<file path="config.mk">
export PLATFORM = sky130hd
export DESIGN_NAME = bus_handover_ctl
export DESIGN_NICKNAME = d
export VERILOG_FILES = /design/src/rtl/bho_pkg.sv /design/src/rtl/bho_pulse_detect.sv /design/src/rtl/bho_prio_pick.sv /design/src/rtl/bho_release_gate.sv /design/src/rtl/bus_handover_ctl.sv
export SDC_FILE = /design/constraint.sdc
export NUM_CORES = 1
export LEC_CHECK = 0
export ABC_AREA = 0
export BUFFER_PORTS_ARGS = -buffer_cell sky130_fd_sc_hd__buf_2
export CORE_AREA = 2 2 41 43
export CTS_CLUSTER_DIAMETER = 80
export DETAILED_ROUTE_END_ITERATION = 7
export DIE_AREA = 0 0 43 45
export GPL_ROUTABILITY_DRIVEN = 0
export PLACE_DENSITY = 0.68
export SYNTH_ARGS = -nofsm -noshare
export SYNTH_HDL_FRONTEND = slang
export SYNTH_SLANG_ARGS = --single-unit
</file>
<file path="constraint.sdc">
create_clock -name clk -period 1.5 [get_ports clk]
set_input_delay 0.3 -clock clk [delete_from_list [all_inputs] [get_ports clk]]
set_output_delay 0.3 -clock clk [all_outputs]
set_load 0.03 [all_outputs]
</file>
<file path="src/rtl/bho_pkg.sv">
package bho_pkg;
    localparam int PH_W = 3;

    typedef enum logic [PH_W-1:0] {
        PH_IDLE = 3'd0,
        PH_T1   = 3'd1,
        PH_T2   = 3'd2,
        PH_T3   = 3'd3,
        PH_TW   = 3'd4,
        PH_T4   = 3'd5
    } bus_phase_e;

    typedef enum logic [2:0] {
        S_READY   = 3'd0,
        S_PENDING = 3'd1,
        S_GRANT   = 3'd2,
        S_HELD    = 3'd3,
        S_RESUME  = 3'd4
    } hs_state_e;

    // A request pulsed after T2 has missed the release point of its cycle.
    function automatic logic phase_after_t2(input logic [PH_W-1:0] ph);
        return (ph == PH_T3) || (ph == PH_TW);
    endfunction
endpackage

</file>
<file path="src/rtl/bho_pulse_detect.sv">
module bho_pulse_detect (
    input  logic clk,
    input  logic rst_n,
    input  logic line_hi,
    output logic pulse
);
    logic hist1_q;
    logic hist2_q;

    always_ff @(posedge clk or negedge rst_n) begin
        if (!rst_n) begin
            hist1_q <= 1'b1;
            hist2_q <= 1'b1;
        end else begin
            hist1_q <= line_hi;
            hist2_q <= hist1_q;
        end
    end

    // high, then exactly one low clock, then high again
    always_comb begin
        pulse = line_hi & ~hist1_q & hist2_q;
    end
endmodule

</file>
<file path="src/rtl/bho_prio_pick.sv">
module bho_prio_pick #(
    parameter int NUM_CH = 2,
    parameter int CH_W   = 1
) (
    input  logic [NUM_CH-1:0] req,
    output logic              any,
    output logic [CH_W-1:0]   idx
);
    always_comb begin
        any = |req;
        idx = '0;
        for (int i = NUM_CH - 1; i >= 0; i--) begin
            if (req[i]) begin
                idx = CH_W'(i);
            end
        end
    end
endmodule

</file>
<file path="src/rtl/bho_release_gate.sv">
module bho_release_gate
    import bho_pkg::*;
(
    input  logic [PH_W-1:0] phase,
    input  logic            late,
    input  logic            odd_split,
    input  logic            locked,
    input  logic            inta_first,
    output logic            ok,
    output logic            at_t4
);
    logic at_idle;
    logic blocked;

    always_comb begin
        at_idle = (phase == PH_IDLE);
        at_t4   = (phase == PH_T4);
        blocked = late | odd_split | locked | inta_first;
        ok      = at_idle | (at_t4 & ~blocked);
    end
endmodule

</file>
<file path="src/rtl/bus_handover_ctl.sv">
module bus_handover_ctl
    import bho_pkg::*;
#(
    parameter int NUM_CH = 2
) (
    input  logic              clk,
    input  logic              rst_n,
    input  logic [NUM_CH-1:0] line_in,
    output logic [NUM_CH-1:0] line_pull,
    input  logic [PH_W-1:0]   phase_i,
    input  logic              odd_split_i,
    input  logic              lock_i,
    input  logic              inta_first_i,
    output logic              bus_float_o,
    output logic              bus_resume_o
);
    localparam int CH_W = (NUM_CH > 1) ? $clog2(NUM_CH) : 1;

    hs_state_e       state_q, state_d;
    logic [CH_W-1:0] owner_q, owner_d;
    logic            late_q, late_d;
    logic [PH_W-1:0] phase_prev_q;

    logic [NUM_CH-1:0] seen;
    logic              any_req;
    logic [CH_W-1:0]   pick_idx;
    logic              late_now;
    logic              late_sel;
    logic              rel_ok;
    logic              rel_t4;

    // one pulse detector per line; own drive is masked out of the level
    genvar g;
    generate
        for (g = 0; g < NUM_CH; g++) begin : g_line
            logic lvl;
            assign lvl = line_in[g] | line_pull[g];
            bho_pulse_detect u_det (
                .clk     (clk),
                .rst_n   (rst_n),
                .line_hi (lvl),
                .pulse   (seen[g])
            );
        end
    endgenerate

    bho_prio_pick #(
        .NUM_CH (NUM_CH),
        .CH_W   (CH_W)
    ) u_pick (
        .req (seen),
        .any (any_req),
        .idx (pick_idx)
    );

    always_comb begin
        late_now = phase_after_t2(phase_prev_q);
        late_sel = (state_q == S_READY) ? late_now : late_q;
    end

    bho_release_gate u_gate (
        .phase      (phase_i),
        .late       (late_sel),
        .odd_split  (odd_split_i),
        .locked     (lock_i),
        .inta_first (inta_first_i),
        .ok         (rel_ok),
        .at_t4      (rel_t4)
    );

    // next state
    always_comb begin
        state_d = state_q;
        owner_d = owner_q;
        late_d  = late_q;
        unique case (state_q)
            S_READY: begin
                if (any_req) begin
                    owner_d = pick_idx;
                    late_d  = late_now;
                    if (rel_ok) begin
                        state_d = S_GRANT;
                    end else begin
                        state_d = S_PENDING;
                        if (rel_t4) begin
                            late_d = 1'b0;
                        end
                    end
                end
            end
            S_PENDING: begin
                if (rel_ok) begin
                    state_d = S_GRANT;
                end else if (rel_t4) begin
                    late_d = 1'b0;
                end
            end
            S_GRANT: begin
                state_d = S_HELD;
            end
            S_HELD: begin
                if (seen[owner_q]) begin
                    state_d = S_RESUME;
                end
            end
            S_RESUME: begin
                state_d = S_READY;
            end
            default: begin
                state_d = S_READY;
            end
        endcase
    end

    // state register
    always_ff @(posedge clk or negedge rst_n) begin
        if (!rst_n) begin
            state_q      <= S_READY;
            owner_q      <= '0;
            late_q       <= 1'b0;
            phase_prev_q <= PH_IDLE;
        end else begin
            state_q      <= state_d;
            owner_q      <= owner_d;
            late_q       <= late_d;
            phase_prev_q <= phase_i;
        end
    end

    // outputs
    always_comb begin
        line_pull    = '0;
        bus_float_o  = 1'b0;
        bus_resume_o = 1'b0;
        unique case (state_q)
            S_GRANT:  line_pull[owner_q] = 1'b1;
            S_HELD:   bus_float_o        = 1'b1;
            S_RESUME: bus_resume_o       = 1'b1;
            default:  ;
        endcase
    end
endmodule

</file>
# ---- After elaboration in Yosys (flattened, before gate mapping)
# Cells that the tools add are included.
dict set report totals {
  ff_bits 12
  inputBits 10
  out_inout_bits 4
  elab_cells 66
}
dict set report op_classes {
  n_lt_le_gt_ge 2
  eq_ne 12
  muxes 21
  bitwise 14
  n_reduce_logical 9
}
# operator n
set op_table {}
lappend op_table {{$mux W1} 13}
lappend op_table {{$pmux W3 S4} 1}
lappend op_table {{$ne A2 B2 Y1 const B} 5}
lappend op_table {{$eq A3 B2 Y1 const B} 3}
lappend op_table {{$eq A3 B3 Y1 const B} 3}
lappend op_table {{$mux W3} 3}
lappend op_table {{$logic_not A3 Y1} 2}
lappend op_table {{$or A1 B1 Y1} 6}
lappend op_table {{$and A1 B1 Y1} 5}
lappend op_table {{$mux W2} 2}
lappend op_table {{$reduce_and A4 Y1} 1}
lappend op_table {{$eq A3 B1 Y1 const B} 1}
lappend op_table {{$not A1 Y1} 3}
lappend op_table {{$reduce_and A3 Y1} 1}
lappend op_table {{$lt A1 B2 Y1 const B} 1}
lappend op_table {{$pmux W1 S2} 1}
lappend op_table {{$reduce_and A2 Y1} 1}
lappend op_table {{$reduce_bool A2 Y1} 1}
lappend op_table {{$reduce_or A2 Y1} 1}
lappend op_table {{$demux W1 S1} 1}
lappend op_table {{$ge A1 B1 Y1 const B} 1}
lappend op_table {{$logic_and A1 B1 Y1} 1}
lappend op_table {{$logic_or A1 B1 Y1} 1}

# ---- Longest topological paths before layout
# Gate-level depths: netlist of the first run.
dict set report logic_depth {
  word_depth 12
  mapped_depth 4
  depth_no_buf 4
}

# ---- Cells and area by module
# From an unflattened synthesis of the first run, not the netlist that was laid out.
dict set report hier_totals {
  cells_unflattened 53
  area_unflattened_um2 586.8
}
# mod n_inst cells_each area_each_um2 seq_area_each_um2
set by_module_without_submodules {}
lappend by_module_without_submodules {bus_handover_ctl 1 40 417.9 200.2}
lappend by_module_without_submodules {bho_pulse_detect 2 3 61.3 52.6}
lappend by_module_without_submodules {bho_release_gate 1 5 33.8 0.0}
lappend by_module_without_submodules {bho_prio_pick 1 2 12.5 0.0}

# ---- Least setup slack after synthesis of the first run
# OpenSTA, ideal clock, no wires.
dict set report synth_timing {
  path_type {register to register}
  start {register state_q[0]}
  end {register state_q[1]}
  arrival_ps 1575
  required_time_ps 1426
  path_slack_ps -149
  path_stages_with_launch 5
  n_path_buf 0
  path_cell_list {dfrtp_1 nor4b_4 o21ai_2 a221o_1 o21ai_2}
}
dict set report synth_via {
  word_cells_on_any_way 28
  cone_classes {eq/ne: 6; mux: 7; bitwise: 12; reduce/logical: 3}
}
# item line_no
set synth_lines {}
lappend synth_lines {{start, declared} bus_handover_ctl.sv:19} ;# hs_state_e state_q, state_d;
lappend synth_lines {{start signal, assigned} bus_handover_ctl.sv:123} ;# state_q <= state_d;
lappend synth_lines {{$eq A3 B2 Y1 (*)} bus_handover_ctl.sv:135} ;# unique case (state_q)
lappend synth_lines {{$mux W2 (*)} bus_handover_ctl.sv:135}
lappend synth_lines {{via line_pull[0]} bus_handover_ctl.sv:9} ;# output logic [NUM_CH-1:0] line_pull,
lappend synth_lines {{$or A1 B1 Y1 (*)} bus_handover_ctl.sv:37} ;# assign lvl = line_in[g] | line_pull[g];
lappend synth_lines {{$and A1 B1 Y1 (*) (2 in a row)} bho_pulse_detect.sv:22} ;# pulse = line_hi & ~hist1_q & hist2_q;
lappend synth_lines {{$mux W1 (implied by the code) (2 in a row)} bus_handover_ctl.sv:102} ;# if (seen[owner_q]) begin
lappend synth_lines {{$ne A2 B2 Y1 (no source line)} --}
lappend synth_lines {{$reduce_and A3 Y1 (no source line) (*)} --}
# Mark *: on every way through the listed nets, which the timed path passes. The rest lies on a longest branch. The select of a mux whose other input is x is not followed.
# A chain may end at the register's enable or synchronous reset.

# ---- Final worst setup path of the first run
dict set report layout_timing {
  start {register state_q[2]}
  end {output line_pull[0]}
}
dict set report layout_via {
  elab_chain_cells 2
}
# item line_no
set layout_lines {}
lappend layout_lines {{$eq A3 B2 Y1} bus_handover_ctl.sv:135}
lappend layout_lines {{$mux W2} bus_handover_ctl.sv:135}
lappend layout_lines {{end, declared} bus_handover_ctl.sv:9}
# No other way between the ends.

==> flow_summary.toml, run 1 <==
[floorplanning]
die-height_um = 45
start_util = 0.435
die_width_um = 43
placement_rows = 14
core_area_mm2 = 0.00147
pin_count = 14
floorplan.die_area_mm2 = 0.00194

[power_and_ir_drop]
power.leakage_nw = 0.398
vdd_drop_max_mv = 0.996
cellPowerDensity_mw_per_mm2 = 1720

[logic_synthesis]
syn_nets = 63
postSynthCellCount = 53
synth_seq_cells = 12
post-synth-top-area-fraction = 0.313
yosysTopAreaCell = "sky130_fd_sc_hd__dfrtp_1"
async_flop_share = 1.00
synth.yosys.seq_area_share = 0.477
yosysUniqueCellTypes = 37
synth.yosys.warnings = 0
synth_area_um2 = 639
synth_top_flop_cell = "sky130_fd_sc_hd__dfrtp_1"
synthTopCellsByArea = "sky130_fd_sc_hd__dfrtp_1 (31%), sky130_fd_sc_hd__dfstp_2 (16%), sky130_fd_sc_hd__nor4b_4 (3.7%)"
synthesis.area_per_instance_um2 = 12.1
count_of_flip_flops_with_a_built_in_enable_after_synthesis = 0

[worst_hold_path]
worstHoldPathType = "in -> reg"

[detailed_routing]
wl_per_cell_um = 14.1
detail_route.iter0.violations = 10
drc = 0
first_pass_iters = 4
via_count = 536
route.detailed.vias_per_inst = 5.47
route.final.wire_length_um = 1380
number_of_routed_nets_with_antenna_violations = 0

[worst_setup_path]
crit_path_start_kind = "flop"
crit_path_max_incr_delay_ns = 0.46
crit_buf_inv = 1
criticalPathCategory = "reg -> out"
worst-endpoint-arrival_ns = 1.26
critical_path.cell_chain = "nor4b_4 > buf_6"
critPathRequiredTime_ns = 1.20
critical_path.slowest_cell = "sky130_fd_sc_hd__dfrtp_2"
crit_path_end_kind = "output port"
worstPathMaxFanout = 6
critical_path.top_delay_family = "flip-flops"

[run_status]
violations = "setup timing"
status = "finished with violations"

[sta]
layout_min_cycle_time_ns = 1.56
final-setup-viol-count = 3
fin_hold_ws_ns = 0.160
final-hold-violation-count = 0
setup_slack_ns = -0.0584
slew_violations = 0
final_min_period_over_clock_period = 1.04
fmaxAchievable_ghz = 0.642
setup_repair_after_global_routing_missed_its_margin = "true"
timing.setup.tns_ns = -0.132
max_slew.worst_pin.slew_ns = 0.344
skew_ns = 0.00288
worst_slew_margin_rel = 0.770

[global_routing]
grt_overflow = 0
first_pass_grt_wire_length_um = 2330
maximum_number_of_pins_on_one_net_before_global_route_repair = 13
grt_pass1_vias = 523
gr-usage-all-layers = 0.165
antenna_found_initial = 0

[cells_and_area]
finish.net_count = 93
area.sequential_um2 = 309
stdcell_area_um2 = 906
final_antenna_diode_count = 0
layout-area-overhead-vs-synth_pct = 41.7
layout.filler_cells = 130
drive_gt1_frac = 0.598
multi_input_area_um2 = 357

[clocking]
numCtsBuffers = 3
clock_insertion_delay_worst_skew_ns = 0.27
clock_sinks = 12
worst_setup_hold_path_clk_slew_ns = 0.07
clk_root_buffer_cell = "sky130_fd_sc_hd__clkbuf_4"
clockBufferDepth = 2
tritoncts_clock_tree = "yes"
cts_htree_levels = 1

[placement]
dpl-instance-area_um2 = 748
port_buffers = 13
dp_hpwl_um = 915

[run]
drv_cap = 0
## cells in the mapped netlist (all sizes together) (2+ instances only)
master and number:
dfstp 4, a21boi 3, nand2 2, or2 3, and2b 2, inv 2
a31oi 2, dfrtp 8, o211ai 2, o21ai 2, nor4b 2, nor3 2
## stage by stage
step | setup slack, ns | utilization | power, mW | cells
2_1_floorplan | -0.118 | - | 0.908 | 53
3_3_place_gp | 0.0535 | 0.509 | 1.09 | 85
3_5_place_dp | 0.0448 | 0.509 | 1.09 | 85
4_1_cts | -0.103 | 0.571 | 1.43 | 93
5_1_grt | -0.140 | 0.616 | 1.66 | 98
6_report | -0.0584 | 0.616 | 1.56 | 98
## per-layer routing
metal	wire, um	share of wire	GRT usage	vias to the layer above
met5	0	0	0	-
met4	0	0	0.0364	0
met3	65	0.047	0.0640	0
met2	708	0.51	0.273	10
met1	604	0.44	0.208	264
li1	-	-	-	262
## registers in the layout (all words and copies together) (netlist names)
register,count
g_line.u_det.hist1_q,2
owner_q,1
phase_prev_q,3
late_q,1
g_line.u_det.hist2_q,2
state_q,3
## power by group
| group | total (mW) | switching, mW | internal, mW |
|---|---|---|---|
| registers | 0.515 | 0.0929 | 0.422 |
| logic | 0.835 | 0.378 | 0.456 |
| clock network | 0.207 | 0.104 | 0.103 |
## layout by cell type, fill, tap and decap left out, types with 2 or more instances in the layout
cell	instances
sky130_fd_sc_hd__buf_4	10
sky130_fd_sc_hd__buf_2	9
sky130_fd_sc_hd__dfrtp_1	5
sky130_fd_sc_hd__buf_6	5
sky130_fd_sc_hd__dfstp_2	4
sky130_fd_sc_hd__clkbuf_4	3
sky130_fd_sc_hd__dfrtp_2	3
sky130_fd_sc_hd__or2_1	2
sky130_fd_sc_hd__a31oi_1	2
sky130_fd_sc_hd__nand2_1	2
sky130_fd_sc_hd__a21boi_2	2
sky130_fd_sc_hd__inv_1	2
## cells by family after synthesis
group,Yosys count,synth area share
and+or+nand+nor,23,0.288
DFF,12,0.477
AOI/OAI and AO/OA,16,0.223
buffers and inverters,2,0.0117
## path summary, 6_finish.rpt
path	start	endpoint	slack, ns	cells after the start
worst max-delay path	state_q[2]$_DFFE_PN0P_	line_pull[0]	-0.06	2
worst min-delay path	phase_i[1]	phase_prev_q[1]$_DFF_PN0_	0.16	1
worst max register to register	state_q[2]$_DFFE_PN0P_	state_q[1]$_DFFE_PN0P_	-0.05	5
worst min register to register	g_line[1].u_det.hist1_q$_DFF_PN1_	g_line[1].u_det.hist2_q$_DFF_PN1_	0.36	0
max in group asynchronous	rst_n	g_line[0].u_det.hist1_q$_DFF_PN1_	0.81	2
min in group asynchronous	rst_n	late_q$_DFFE_PN0P_	0.42	2
## layout make-up
| type | count | area share |
|---|---|---|
| Multi-Input combinational cell | 39 | 0.394 |
| Clock buffer | 4 | 0.0290 |
| Inverter | 2 | 0.00829 |
| Sequential cell | 12 | 0.341 |
| Tap cell | 16 | 0.0221 |
| Timing Repair Buffer | 25 | 0.206 |
## what timing repair did
action                                 4_1_cts  5_1_grt
gates cloned                                 0        0
endpoints found under the hold margin        8        0
buffers inserted                             3        5
setup endpoints to repair                    4        7
pin swaps                                    3        5
gates resized for setup                     11        6
hold buffers                                 1        0
Note: power is estimated with default switching activity, not from simulation.
==> run 2: changes to the inputs <==
--- a/config.mk
+++ b/config.mk
@@ -12,7 +12,7 @@
 export DETAILED_ROUTE_END_ITERATION = 7
 export DIE_AREA = 0 0 43 45
 export GPL_ROUTABILITY_DRIVEN = 0
-export PLACE_DENSITY = 0.68
+export PLACE_DENSITY = 0.66
 export SYNTH_ARGS = -nofsm -noshare
 export SYNTH_HDL_FRONTEND = slang
 export SYNTH_SLANG_ARGS = --single-unit
==> constraint.sdc (replaced) <==
create_clock -name clk -period 1.7 [get_ports clk]
set_input_delay 0.34 -clock clk [delete_from_list [all_inputs] [get_ports clk]]
set_output_delay 0.34 -clock clk [all_outputs]
set_load 0.03 [all_outputs]
==> flow_summary.toml, run 2 (synthesis results as in run 1) <==
[floorplanning]
start_util = 0.435
pin_count = 14
floorplan.die_area_mm2 = 0.00194
core_area_mm2 = 0.00147
die_width_um = 43
die-height_um = 45
placement_rows = 14

[cells_and_area]
regs_by_ff_count = "phase_prev_q x3, state_q x3"
stdcell_area_um2 = 778
drive_gt1_frac = 0.528
area.sequential_um2 = 309
finish.net_count = 84
layout.filler_cells = 150
final_util = 0.529
layout-area-overhead-vs-synth_pct = 21.7
multi_input_area_um2 = 327
mostFrequentLayoutCell = "sky130_fd_sc_hd__buf_2"
final_antenna_diode_count = 0
layout_common_cells = "sky130_fd_sc_hd__buf_2 (12), sky130_fd_sc_hd__dfrtp_1 (5), sky130_fd_sc_hd__dfstp_2 (4)"

[clocking]
cts_htree_levels = 1
clock_sinks = 12
clockBufferDepth = 2
clock_insertion_delay_worst_skew_ns = 0.27
tritoncts_clock_tree = "yes"
worst_setup_hold_path_clk_slew_ns = 0.07
clk_root_buffer_cell = "sky130_fd_sc_hd__clkbuf_4"
numCtsBuffers = 3

[sta]
timing.setup.tns_ns = 0
fmaxAchievable_ghz = 0.612
setup_repair_after_global_routing_missed_its_margin = "false"
skew_ns = 0.000773
final-hold-violation-count = 0
max_slew.worst_pin.slew_ns = 0.334
fin_hold_ws_ns = 0.197
final-setup-viol-count = 0
layout_min_cycle_time_ns = 1.64
slew_violations = 0
worst_slew_margin_rel = 0.777
final_min_period_over_clock_period = 0.962

[detailed_routing]
wl_per_cell_um = 13.3
number_of_routed_nets_with_antenna_violations = 0
via_count = 485
drc = 0
route.final.wire_length_um = 1170
detail_route.iter0.violations = 2
first_pass_iters = 4
route.detailed.vias_per_inst = 5.51

[worst_setup_path]
regToRegStartpoint = "state_q[2]$_DFFE_PN0P_"
critPathLaunch = "state_q[2]$_DFFE_PN0P_"
worst-endpoint-arrival_ns = 1.30
crit_path_start_kind = "flop"
worstPathMaxFanout = 8
criticalPathCategory = "reg -> out"
crit_path_end_kind = "output port"
critPathRequiredTime_ns = 1.36

[global_routing]
grt_pass1_vias = 496
antenna_found_initial = 0
maximum_number_of_pins_on_one_net_before_global_route_repair = 13
gr-usage-all-layers = 0.144
grt_overflow = 0
first_pass_grt_wire_length_um = 2080

[placement]
dpl-instance-area_um2 = 732
dp_hpwl_um = 881
port_buffers = 13

[power_and_ir_drop]
vdd_drop_max_mv = 0.947
power.leakage_nw = 0.345
cellPowerDensity_mw_per_mm2 = 1430

[worst_hold_path]
holdCritStartpoint = "phase_i[1]"
worstHoldPathType = "in -> reg"

[run]
drv_cap = 0

[run_status]
status = "complete, no violations"
==> run 2: through the flow <==
stage          setup slack (ns)  total power [mW]  cells
2_1_floorplan            0.0511             0.801     53
3_3_place_gp              0.199             0.921     83
3_5_place_dp              0.207             0.924     83
4_1_cts                  0.0127              1.11     87
5_1_grt                0.000248              1.20     88
6_report                 0.0648              1.11     88
==> run 2: routing by layer <==
metal,track usage,wire length [um],part of all wire
met1,0.195,564,0.48
met3,0.0240,53,0.045
met5,0,0,0
met2,0.233,533,0.46
met4,0.0545,16,0.014
==> run 2: layout make-up <==
class | count | area share
multi-input combinational | 39 | 0.420
tap | 16 | 0.0257
timing repair buffer | 16 | 0.119
clock buffer | 3 | 0.0289
sequential | 12 | 0.397
inverter | 2 | 0.00965
==> run 2: where the power goes <==
group / internal (mW) / switching (mW) / leakage (nW)
combinational: 0.238 / 0.236 / 0.194
clock: 0.0819 / 0.0871 / 0.0138
sequential: 0.372 / 0.0976 / 0.136
total: 0.692 / 0.421 / 0.345
==> run 2: repair_timing <==
action	in CTS	in global routing
hold buffers	1	0
setup endpoints to repair	1	3
pin swaps	1	1
setup buffers	0	1
hold endpoints to repair	8	0
resized for setup	1	4
==> run 2: worst paths after layout <==
check                      slack, ns                                end  depth (start not counted)
max                             0.06                       line_pull[1]                          2
max reg2reg                     0.19             state_q[1]$_DFFE_PN0P_                          5
min reg2reg                     0.36  g_line[1].u_det.hist2_q$_DFF_PN1_                          0
max in group asynchronous       0.96  g_line[0].u_det.hist1_q$_DFF_PN1_                          2
min                             0.20          phase_prev_q[1]$_DFF_PN0_                          1
min in group asynchronous       0.47                 late_q$_DFFE_PN0P_                          2
==> run 2: worst max-delay path, stage by stage, from the launching register on <==
cell                       delay, ns
sky130_fd_sc_hd__dfrtp_2        0.47
sky130_fd_sc_hd__and4bb_2       0.35
sky130_fd_sc_hd__buf_2          0.20
